==> src/rtl/alu_pkg.sv <==
package alu_pkg;
  // Function select, bit 0 is F0 and bit 1 is F1.
  typedef enum logic [1:0] {
    FN_AND  = 2'b00,
    FN_NOTB = 2'b01,
    FN_OR   = 2'b10,
    FN_ADD  = 2'b11
  } alu_fn_e;
endpackage

==> src/rtl/alu_operand_cond.sv <==
module alu_operand_cond #(
  parameter int WIDTH = 8
) (
  input  logic [WIDTH-1:0] a_i,
  input  logic [WIDTH-1:0] b_i,
  input  logic             en_a_i,
  input  logic             en_b_i,
  input  logic             inv_a_i,
  output logic [WIDTH-1:0] a_c_o,
  output logic [WIDTH-1:0] b_c_o
);
  // Enable gating is applied first, inversion of A afterwards.
  for (genvar i = 0; i < WIDTH; i++) begin : g_bit
    always_comb begin
      a_c_o[i] = (a_i[i] & en_a_i) ^ inv_a_i;
      b_c_o[i] = b_i[i] & en_b_i;
    end
  end
endmodule

==> src/rtl/alu_bit_slice.sv <==
module alu_bit_slice
  import alu_pkg::*;
(
  input  logic    a_i,
  input  logic    b_i,
  input  logic    cin_i,
  input  alu_fn_e fn_i,
  output logic    res_o,
  output logic    cout_o
);
  logic u_and, u_or, u_notb, u_sum, u_carry;

  always_comb begin
    u_and   = a_i & b_i;
    u_or    = a_i | b_i;
    u_notb  = ~b_i;
    u_sum   = a_i ^ b_i ^ cin_i;
    u_carry = (a_i & b_i) | (cin_i & (a_i ^ b_i));
  end

  always_comb begin
    res_o  = 1'b0;
    cout_o = 1'b0;
    unique case (fn_i)
      FN_AND:  res_o = u_and;
      FN_NOTB: res_o = u_notb;
      FN_OR:   res_o = u_or;
      FN_ADD: begin
        res_o  = u_sum;
        cout_o = u_carry;
      end
      default: res_o = 1'b0;
    endcase
  end
endmodule

==> src/rtl/alu_ovf_detect.sv <==
module alu_ovf_detect
  import alu_pkg::*;
(
  input  alu_fn_e fn_i,
  input  logic    c_msb_in_i,
  input  logic    c_msb_out_i,
  output logic    ovf_o
);
  always_comb ovf_o = (fn_i == FN_ADD) & (c_msb_in_i ^ c_msb_out_i);
endmodule

==> src/rtl/alu_slice_chain.sv <==
module alu_slice_chain
  import alu_pkg::*;
#(
  parameter int WIDTH = 8
) (
  input  logic [WIDTH-1:0] a_i,
  input  logic [WIDTH-1:0] b_i,
  input  logic [1:0]       fsel_i,
  input  logic             en_a_i,
  input  logic             en_b_i,
  input  logic             inv_a_i,
  input  logic             cin_i,
  output logic [WIDTH-1:0] result_o,
  output logic             cout_o,
  output logic             ovf_o
);
  localparam int MSB = WIDTH - 1;

  alu_fn_e          fn;
  logic [WIDTH-1:0] a_c, b_c;
  logic [WIDTH:0]   carry;

  always_comb fn = alu_fn_e'(fsel_i);

  alu_operand_cond #(.WIDTH(WIDTH)) u_cond (
    .a_i     (a_i),
    .b_i     (b_i),
    .en_a_i  (en_a_i),
    .en_b_i  (en_b_i),
    .inv_a_i (inv_a_i),
    .a_c_o   (a_c),
    .b_c_o   (b_c)
  );

  assign carry[0] = cin_i;

  for (genvar i = 0; i < WIDTH; i++) begin : g_slice
    alu_bit_slice u_slice (
      .a_i    (a_c[i]),
      .b_i    (b_c[i]),
      .cin_i  (carry[i]),
      .fn_i   (fn),
      .res_o  (result_o[i]),
      .cout_o (carry[i+1])
    );
  end

  assign cout_o = carry[WIDTH];

  alu_ovf_detect u_ovf (
    .fn_i        (fn),
    .c_msb_in_i  (carry[MSB]),
    .c_msb_out_i (carry[WIDTH]),
    .ovf_o       (ovf_o)
  );
endmodule

==> config.mk <==
export PLATFORM = sky130hd
export DESIGN_NAME = alu_slice_chain
export DESIGN_NICKNAME = d
export VERILOG_FILES = /design/src/rtl/alu_pkg.sv /design/src/rtl/alu_operand_cond.sv /design/src/rtl/alu_bit_slice.sv /design/src/rtl/alu_ovf_detect.sv /design/src/rtl/alu_slice_chain.sv
export SDC_FILE = /design/constraint.sdc
export NUM_CORES = 1
export LEC_CHECK = 0
export CAP_MARGIN = 20
export CORE_ASPECT_RATIO = 1.5
export CORE_MARGIN = 2
export CORE_UTILIZATION = 35
export DETAILED_ROUTE_END_ITERATION = 16
export DONT_BUFFER_PORTS = 1
export GPL_TIMING_DRIVEN = 0
export SYNTH_ARGS = -nofsm -noshare
export SYNTH_HDL_FRONTEND = slang
export SYNTH_HIERARCHICAL = 1
export SYNTH_SLANG_ARGS = --single-unit
==> constraint.sdc <==
create_clock -name vclk -period 27.1
set_input_delay 6.775 -clock vclk [all_inputs]
set_output_delay 6.775 -clock vclk [all_outputs]
set_load 0.005 [all_outputs]
; ---- Word-level counts from Yosys, hierarchy flattened
; Index checks and enable logic that the tools add are counted.
; Widths: inputs -> output; s select.
[totals]
reg_bits = 0
out_inout_bits = 10
[op_classes]
n_eq_ne = 3
muxes = 16
n_bitwise = 82
reduce_logical = 1
[op_table]
columns = cell, n
row1 = $and 1x1->1, 33
row2 = $pmux 1 s4, 8
row3 = $xor 1x1->1, 25
row4 = $or 1x1->1, 16
row5 = $mux 1, 8
row6 = $not 1->1, 8
row7 = $eq 2x2->1 const B, 2
row8 = $eq 2x1->1 const B, 1
row9 = $logic_not 2->1, 1

; ---- Logic depth before layout (Yosys ltp)
; Gate-level depths: netlist of the first run.
[logic_depth]
depth_word = 29
depth_mapped = 21
ltp_nobuf = 20

; ---- Hierarchy
; The synthesis of the first run kept the hierarchy.
[modules_own_cells]
columns = module, instances, cells_each, area_per_inst_um2, seq_area_each_um2
row1 = alu_bit_slice, 8, 8, 85.1, 0.0
row2 = alu_operand_cond, 1, 26, 178.9, 0.0
row3 = alu_ovf_detect, 1, 2, 15.0, 0.0

; ---- Worst setup path before layout of the first run
; OpenSTA, ideal clock, no wires.
[synth_timing]
path_kind = input port to output port
start = in inv_a_i
end = out result_o[7]
arrival_ns = 11.777
required_time_ns = 20.325
setup_slack_ns = 8.548
cell_stages = 18
path_buffers = 1
cell_sequence = buf_4 > xnor2_1 > fa_1 > and3_1 > fa_1 > and3_1 > fa_1 > and3_1 > fa_1 > and3_1 > fa_1 > and3_1 > fa_1 > and3_1 > fa_1 > and3_1 > fa_1 > mux4_2
[synth_via]
elab_chain_len = 25
elab_cells_between_ends = 48
[synth_lines]
columns = element, line
row1 = "start, declared", alu_slice_chain.sv:11  ; input logic inv_a_i,
row2 = $xor 1x1->1 (*), alu_operand_cond.sv:15  ; a_c_o[i] = (a_i[i] & en_a_i) ^ inv_a_i;
row3 = named net a_c[0], alu_slice_chain.sv:20  ; logic [WIDTH-1:0] a_c, b_c;
row4 = $xor 1x1->1, alu_bit_slice.sv:18  ; u_carry = (a_i & b_i) | (cin_i & (a_i ^ b_i));
row5 = $and 1x1->1, alu_bit_slice.sv:18
row6 = $or 1x1->1 (*), alu_bit_slice.sv:18
row7 = $mux 1 (*), alu_bit_slice.sv:24  ; unique case (fn_i)
row8 = named net carry[1], alu_slice_chain.sv:21  ; logic [WIDTH:0] carry;
row9 = $and 1x1->1 (*), alu_bit_slice.sv:18
row10 = (+2 left out), n/a
row11 = named net carry[2], alu_slice_chain.sv:21
row12 = (+3 left out), n/a
row13 = named net carry[3], alu_slice_chain.sv:21
row14 = (+3 left out), n/a
row15 = named net carry[4], alu_slice_chain.sv:21
row16 = (+3 left out), n/a
row17 = named net carry[5], alu_slice_chain.sv:21
row18 = (+2 left out), n/a
row19 = $mux 1 (*), alu_bit_slice.sv:24
row20 = named net carry[6], alu_slice_chain.sv:21
row21 = $and 1x1->1 (*), alu_bit_slice.sv:18
row22 = $or 1x1->1 (*), alu_bit_slice.sv:18
row23 = $mux 1 (*), alu_bit_slice.sv:24
row24 = named net carry[7], alu_slice_chain.sv:21
row25 = $xor 1x1->1 (*), alu_bit_slice.sv:17  ; u_sum = a_i ^ b_i ^ cin_i;
row26 = $pmux 1 s4 (*), alu_bit_slice.sv:24
row27 = "end, declared", alu_slice_chain.sv:13  ; output logic [WIDTH-1:0] result_o,
; Mark *: on every way through the listed nets, which the timed path passes. The rest lies on a longest branch.

; ---- Final worst setup path of the first run
[layout_timing]
start = in inv_a_i
end = out ovf_o
[layout_via]
elab_chain_len = 28
elab_cells_between_ends = 50
[layout_lines]
columns = element, line
row1 = $xor 1x1->1 (*), alu_operand_cond.sv:15
row2 = named net a_c[0], alu_slice_chain.sv:20
row3 = $xor 1x1->1, alu_bit_slice.sv:18
row4 = $and 1x1->1, alu_bit_slice.sv:18
row5 = $or 1x1->1 (*), alu_bit_slice.sv:18
row6 = $mux 1 (*), alu_bit_slice.sv:24
row7 = named net carry[1], alu_slice_chain.sv:21
row8 = $and 1x1->1 (*), alu_bit_slice.sv:18
row9 = (+2 left out), n/a
row10 = named net carry[2], alu_slice_chain.sv:21
row11 = (+3 left out), n/a
row12 = named net carry[3], alu_slice_chain.sv:21
row13 = (+3 left out), n/a
row14 = named net carry[4], alu_slice_chain.sv:21
row15 = (+3 left out), n/a
row16 = named net carry[5], alu_slice_chain.sv:21
row17 = (+3 left out), n/a
row18 = named net carry[6], alu_slice_chain.sv:21
row19 = (+2 left out), n/a
row20 = $mux 1 (*), alu_bit_slice.sv:24
row21 = named net carry[7], alu_slice_chain.sv:21
row22 = $and 1x1->1 (*), alu_bit_slice.sv:18
row23 = $or 1x1->1 (*), alu_bit_slice.sv:18
row24 = $mux 1 (*), alu_bit_slice.sv:24
row25 = named net cout_o, alu_slice_chain.sv:14  ; output logic cout_o,
row26 = $xor 1x1->1 (*), alu_ovf_detect.sv:9  ; always_comb ovf_o = (fn_i == FN_ADD) & (c_msb_in_i ^ c_msb_out_i);
row27 = $and 1x1->1 (*), alu_ovf_detect.sv:9
row28 = "end, declared", alu_slice_chain.sv:15  ; output logic ovf_o
; Marks and branches as above.

==> results of run 1 <==
## how the worst min path moves through the flow
stage	startpoint	cells after the start	endpoint	slack (ns)
6_report	fsel_i[1]	1	ovf_o	13.69
3_3_place_gp	fsel_i[1]	1	ovf_o	13.69
3_5_place_dp	fsel_i[1]	1	ovf_o	13.69
4_1_cts	fsel_i[1]	1	ovf_o	13.69
2_1_floorplan	fsel_i[1]	1	ovf_o	13.68
5_1_grt	fsel_i[1]	1	ovf_o	13.70
## layout make-up
cell class	instances	area (um2)	share of cell area, %
Tap cell	24	30.0	3.32
Multi-Input combinational cell	66	766	84.6
Inverter	24	90.1	9.96
Buffer	2	18.8	2.07
## through the flow
stage / setup WS, ns / power, uW / area (um2) / hold slack (ns)
2_1_floorplan: 8.55 / 10.3 / 875 / 13.68
3_3_place_gp: 8.33 / 11.5 / 905 / 13.69
3_5_place_dp: 8.28 / 12.4 / 905 / 13.69
4_1_cts: 8.28 / 12.4 / 905 / 13.69
5_1_grt: 8.06 / 14.0 / 905 / 13.70
6_report: 8.32 / 12.0 / 905 / 13.69
## where the power goes
group          switching (uW)  total [uW]  internal [uW]
clock network               0           0              0
registers                   0           0              0
logic                    6.00        12.0           5.98
total                    6.00        12.0           5.98
## placed cells by master (no fill, tap or decap)
cell,count
and2_1,8
buf_6,1
buf_4,1
nand2_2,4
nand2_1,4
and3_1,9
mux4_2,8
fa_1,8
xor2_1,1
ha_1,16
xnor2_1,8
inv_1,24
## cell families (layout without fill, tap and decap cells)
family | after synthesis | count (layout)
mux | 8 | 8
xor+xnor | 9 | 9
buf+inv | 26 | 26
simple gates | 25 | 25
fa+ha+maj | 24 | 24
## metal layers
metal  wire length, um  vias up
met4                 0        0
met1               541      289
met3                90        0
met5                 0        -
met2               832       23
li1                  -      288
==> reports/metrics.csv, run 1 <==
stage;metric;value;unit
detailed_routing;Detail Route Antenna Nets;0;
run;max-cap violation count;0;
final_layout;Area Overhead vs Synth;3.43;%
final_layout;proportion of layout cells with a drive suffix above 1;15.2;%
synth;count leader, synth;inv_1;
global_routing;first-pass GRT wire length;2670;um
placement;number of port buffers;0;
synth;yosys warns;6;
worst_setup_path;Critical Path AT;12.01;ns
synth;Synth Area in Compound Gates;0;%
timing;final setup TNS;0;ns
floorplanning;cell row count;22;
placement;DP HPWL;1300;um
synth;mux contribution to synthesized area;20.6;%
synth;Commonest cells post-synth;inv_1 (24), ha_1 (16), and3_1 (9);
floorplanning;Chip Height;65.2;um
detailed_routing;initial drt markers;6;
global_routing;GRT busiest layer;met2;
global_routing;initial antenna violation count;0;
timing;fin crit share;69.3;%
synth;Synth Area in XOR/XNOR;9.01;%
worst_setup_path;Worst Setup EP;ovf_o;
synth;Syn Nets;138;
worst_setup_path;crit start category;input port;
floorplanning;IO Count;32;
global_routing;largest net degree at the start of global routing;18;
detailed_routing;final wirelength;1460;um
synth;cell taking the most area after synthesis;ha_1;
timing;RSZ-0062 raised after global routing;no;
power_and_ir_drop;worst vdd ir;6.27;uV
final_layout;n_diodes;0;
worst_setup_path;maximum fanout along the worst path;8;
timing;worst-margin pin slew;0.436;ns
synth;Yosys cell types;12;
placement;placed cells;116;
power_and_ir_drop;Static Leakage;0.000479;uW
timing;post-layout min period;18.78;ns
timing;Slew Limit Fails;0;
detailed_routing;DRC violations left;0;
worst_setup_path;crit path max-delay cell type;fa_1;
detailed_routing;Via Count;600;
synth;Post-Syn Area;875;um2
floorplanning;core area;0.00242;mm2
detailed_routing;Routed WL per cell;12.6;um
worst_setup_path;Top cell by count, worst path;and3_1;
synth;Simple-Gate Fraction of Synth Area;16.7;%
final_layout;Layout Cells excl Fill;116;
worst_setup_path;kind of critical path;input port to output pin;
synth;main area contributors after synthesis;ha_1 (23%), mux4_2 (21%), fa_1 (18%), inv_1 (10%), xnor2_1 (8.0%);
floorplanning;die width;44.8;um
worst_setup_path;CP startpoint;inv_a_i;
clock_tree;hold-fix buffers at CTS;0;
synth;mean post-synth cell area;9.51;um2
final_layout;Final Core Density;37.3;%
final_layout;Reg area;0;um2
timing;Final setup viols;0;
global_routing;gr ovfl total;0;
worst_setup_path;crit path cell chain;buf_4 -> xnor2_1 -> fa_1 -> and3_1 -> fa_1 -> and3_1 -> fa_1 -> and3_1 -> fa_1 -> and3_1 -> fa_1 -> and3_1 -> fa_1 -> and3_1 -> fa_1 -> and3_1 -> fa_1 -> and3_1 -> xor2_1 -> and3_1;
final_layout;number of clock-tree buffers in the layout;0;
detailed_routing;via density per instance;5.17;
final_layout;fin nets;140;
global_routing;GRT Util Overall;11.4;%
synth;synthesized instance count;92;
min_path;HP Class;input port to output pin;
synth;Post-Synth Adder-Cell Area;41.2;%
final_layout;number of fill cells;255;
worst_setup_path;CP required;20.32;ns
global_routing;GRT met3 Usage;1.65;%
detailed_routing;Pre-antenna DRT Iters;3;
global_routing;M2 GR Usage;23.0;%
clock_tree;cts repair resizes;0;
worst_setup_path;cell depth of the worst setup path;20;
global_routing;vias in the first global route;671;
timing;final hold viol count;0;
worst_setup_path;CP endpoint kind;output pin;
final_layout;flip-flop and latch count;0;
timing;max frequency;53.2;MHz
worst_setup_path;CP delay by family, top;adder cells;
outcome;run status;finished, final reports clean;
synth;share of the synthesized area in the top cell type;22.9;%
placement;GP Congestion;0.733;
global_routing;grt met1 use;12.6;%
worst_setup_path;Bufs and invs on worst path;1;
power_and_ir_drop;power per cell area;13.3;mW/mm2
clock_tree;Setup Fix Bufs, Post-CTS;0;
worst_setup_path;Worst path max stage delay;0.44;ns
synth;largest family of logic cells by synthesized area;adder cells;
synth;sequential share of the synthesized area;0;%
floorplanning;Initial Utilization;36.1;%
timing;max_slew headroom;70.7;%
floorplanning;Die ar.;0.00292;mm2
(Power assumes the default switching activity.)
==> inputs of run 2 (changes only) <==
Settings changed: ABC_AREA from default to 1.
Clock period 27.1 ns to 17.1 ns, I/O delays scaled along.
==> run 2 against run 1 <==
Effect of this change: non-clock buffer count is 2 higher; die area is 21% higher; flip-flop and latch count stayed put; count of clock-buffer cells in the layout stayed put; critical path depth is 3 higher; critical path type unchanged; worst setup slack worse by 5.1 ns; synthesized area is 23% higher; synthesized cell count is 95% higher; routed wire length is 45% higher; hold slack worse by 5.0 ns; final area is 24% higher.
==> reports/metrics.csv, run 2 <==
stage;metric;value;unit;change
floorplanning;core area;0.00291;mm2;was 0.00242 mm2
synth;Commonest cells post-synth;nand2_1 (49), inv_1 (33), nand3_1 (24), ha_1 (16);;was inv_1 (24), ha_1 (16), and3_1 (9)
timing;fin crit share;80.9;%;
clock_tree;cts repair resizes;0;;unchanged
power_and_ir_drop;switching share of total power;59.7;%;was 50.1%
timing;RSZ-0062 raised after global routing;no;;unchanged
timing;post-layout min period;13.84;ns;
floorplanning;Chip Height;71.8;um;was 65.2 um
global_routing;vias in the first global route;946;;was 671
worst_setup_path;crit path cell chain;buf_6 -> buf_8 -> nand3_1 -> nand2_1 -> fa_1 -> and3_2 -> fa_1 -> and3_2 -> fa_1 -> and3_2 -> fa_1 -> and3_2 -> fa_1 -> and3_2 -> fa_1 -> and3_2 -> fa_1 -> and3_2 -> fa_1 -> and3_2 -> nand2_1 -> nand2_1 -> nor2_2;;was buf_4 -> xnor2_1 -> fa_1 -> and3_1 -> fa_1 -> and3_1 -> fa_1 -> and3_1 -> fa_1 -> and3_1 -> fa_1 -> and3_1 -> fa_1 -> and3_1 -> fa_1 -> and3_1 -> fa_1 -> and3_1 -> xor2_1 -> and3_1
detailed_routing;Routed WL per cell;9.72;um;was 12.6 um
detailed_routing;Detail Route Antenna Nets;0;;unchanged
synth;cell taking the most area after synthesis;ha_1;;unchanged
global_routing;M2 GR Usage;26.7;%;was 23.0%
timing;Final setup viols;0;;unchanged
detailed_routing;via density per instance;4.49;;was 5.17
floorplanning;die width;49.2;um;was 44.8 um
timing;final setup TNS;0;ns;unchanged
worst_setup_path;Bufs and invs on worst path;2;;was 1
power_and_ir_drop;power per cell area;17.0;mW/mm2;was 13.3 mW/mm2
final_layout;fin nets;227;;was 140
synth;yosys warns;6;;unchanged
synth;synthesized instance count;179;;was 92
placement;DP HPWL;1650;um;was 1300 um
min_path;HP Class;input port to output pin;;unchanged
detailed_routing;Pre-antenna DRT Iters;2;;was 3
final_layout;Layout Cells excl Fill;218;;was 116
global_routing;GRT met3 Usage;1.67;%;was 1.65%
synth;Post-Syn Area;0.00107;mm2;was 875 um2
global_routing;initial antenna violation count;0;;unchanged
global_routing;largest net degree at the start of global routing;42;;was 18
worst_setup_path;crit start category;input port;;unchanged
min_path;hold_sp;fsel_i[0];;was fsel_i[1]
final_layout;n_diodes;0;;unchanged
synth;Syn Nets;225;;was 138
worst_setup_path;Critical Path AT;9.56;ns;was 12.01 ns
synth;Yosys cell types;15;;was 12
worst_setup_path;CP delay by family, top;adder cells;;unchanged
detailed_routing;initial drt markers;8;;was 6
global_routing;gr ovfl total;0;;unchanged
worst_setup_path;Worst path max stage delay;0.43;ns;was 0.44 ns
worst_setup_path;maximum fanout along the worst path;10;;was 8
global_routing;grt met1 use;14.0;%;was 12.6%
run;max-cap violation count;0;;unchanged
power_and_ir_drop;Net Switching;11.4;uW;was 6.00 uW
synth;mean post-synth cell area;6.00;um2;was 9.51 um2
final_layout;most frequent cells in the layout;nand2_1 (49), inv_1 (33), nand3_1 (24), ha_1 (16);;was inv_1 (24), ha_1 (16), and3_1 (9)
final_layout;Area Overhead vs Synth;4.55;%;was 3.43%
min_path;hold depth;2;;was 1
final_layout;proportion of layout cells with a drive suffix above 1;17.9;%;was 15.2%
global_routing;first-pass GRT wire length;3860;um;was 2670 um
power_and_ir_drop;P_int;7.66;uW;was 5.98 uW
min_path;WHS Endpoint;result_o[0];;was ovf_o
timing;WHS;8.71;ns;was 13.69 ns
timing;max_slew headroom;87.7;%;was 70.7%
worst_setup_path;CP required;12.82;ns;was 20.32 ns
worst_setup_path;CP endpoint kind;output pin;;unchanged
synth;share of the synthesized area in the top cell type;18.6;%;was 22.9%
worst_setup_path;kind of critical path;input port to output pin;;unchanged
synth;sequential share of the synthesized area;0;%;unchanged
power_and_ir_drop;Static Leakage;0.000677;uW;was 0.000479 uW
floorplanning;IO Count;32;;unchanged
global_routing;GRT Util Overall;12.8;%;was 11.4%
synth;count leader, synth;nand2_1;;was inv_1
timing;Slew Limit Fails;0;;unchanged
clock_tree;Setup Fix Bufs, Post-CTS;0;;unchanged
final_layout;Reg area;0;um2;unchanged
synth;main area contributors after synthesis;ha_1 (19%), nand2_1 (17%), fa_1 (15%), inv_1 (12%), nand3_1 (11%);;was ha_1 (23%), mux4_2 (21%), fa_1 (18%), inv_1 (10%), xnor2_1 (8.0%)
final_layout;Multi-input gate area;877;um2;was 766 um2
final_layout;most common cell after layout, fill and taps aside;nand2_1;;was inv_1
detailed_routing;Via Count;979;;was 600
power_and_ir_drop;sequential share of power;0;%;about the same
floorplanning;Initial Utilization;36.9;%;was 36.1%
placement;number of port buffers;0;;unchanged
floorplanning;Die ar.;0.00354;mm2;was 0.00292 mm2
worst_setup_path;crit path max-delay cell type;fa_1;;unchanged
clock_tree;hold-fix buffers at CTS;0;;unchanged
final_layout;number of fill cells;353;;was 255
placement;GP Congestion;0.719;;was 0.733
detailed_routing;final wirelength;2120;um;was 1460 um
detailed_routing;DRC violations left;0;;unchanged
final_layout;flip-flop and latch count;0;;unchanged
timing;final hold viol count;0;;unchanged
power_and_ir_drop;Clock power frac;0;%;about the same
timing;worst-margin pin slew;0.184;ns;was 0.436 ns
floorplanning;cell row count;24;;was 22
global_routing;GRT busiest layer;met2;;unchanged
placement;placed cells;218;;was 116
timing;max frequency;72.3;MHz;
final_layout;number of clock-tree buffers in the layout;0;;unchanged
outcome;run status;finished, final reports clean;;unchanged
power_and_ir_drop;worst vdd ir;7.70;uV;was 6.27 uV
power_and_ir_drop;combinational power share;100.0;%;about the same
[run 2: cell count changes after synthesis, sizes merged]
cell,previous run,this run
nand3,0,24
nor2,0,18
nand4,0,8
xnor2,8,0
buf,2,4
and3,9,8
xor2,1,0
nand2,8,51
and2,8,0
mux4,8,0
inv,24,42
[run 2: power groups by stage]
stage          clock network [uW]  logic (uW)  registers, uW
6_report                        0        19.0              0
4_1_cts                         0        19.6              0
3_3_place_gp                    0        19.2              0
3_5_place_dp                    0        19.5              0
5_1_grt                         0        23.1              0
2_1_floorplan                   0        16.7              0
[run 2: area by class of cell]
cell class / instances / share of cell area [%]
multi-input cells: 133 / 78.1
inverters: 42 / 14.0
well taps: 39 / 4.35
plain buffers: 4 / 3.46
[run 2: cells by family after synthesis]
family,after synthesis,synth area share (%)
simple gates,109,48.1
fa+ha+maj,24,33.6
buf+inv,46,18.3
[run 2: stage by stage]
step	worst slack [ns]	util, %	power, uW	area, um2
finish	3.26	38.5	19.0	1120
CTS	3.22	38.5	19.6	1120
floorplan	3.44	-	16.7	1070
global route	3.00	38.5	23.1	1120
detailed placement	3.23	38.5	19.5	1120
global placement	3.21	38.5	19.2	1120
[run 2: per-layer routing]
metal	share of wire (%)	vias up	wire [um]
li1	-	544	-
met1	42	419	889
met2	53	16	1130
met3	4.6	0	97
met4	0	0	0
met5	0	-	0
[run 2: worst max-delay path by stage]
stage,startpoint,depth (start not counted),slack [ns],to
after CTS,en_a_i,23,3.22,ovf_o
after detailed placement,en_a_i,23,3.23,ovf_o
after global routing,en_a_i,23,3.00,ovf_o
final,en_a_i,23,3.26,ovf_o
after floorplan,en_a_i,23,3.44,ovf_o
after global placement,en_a_i,23,3.21,ovf_o
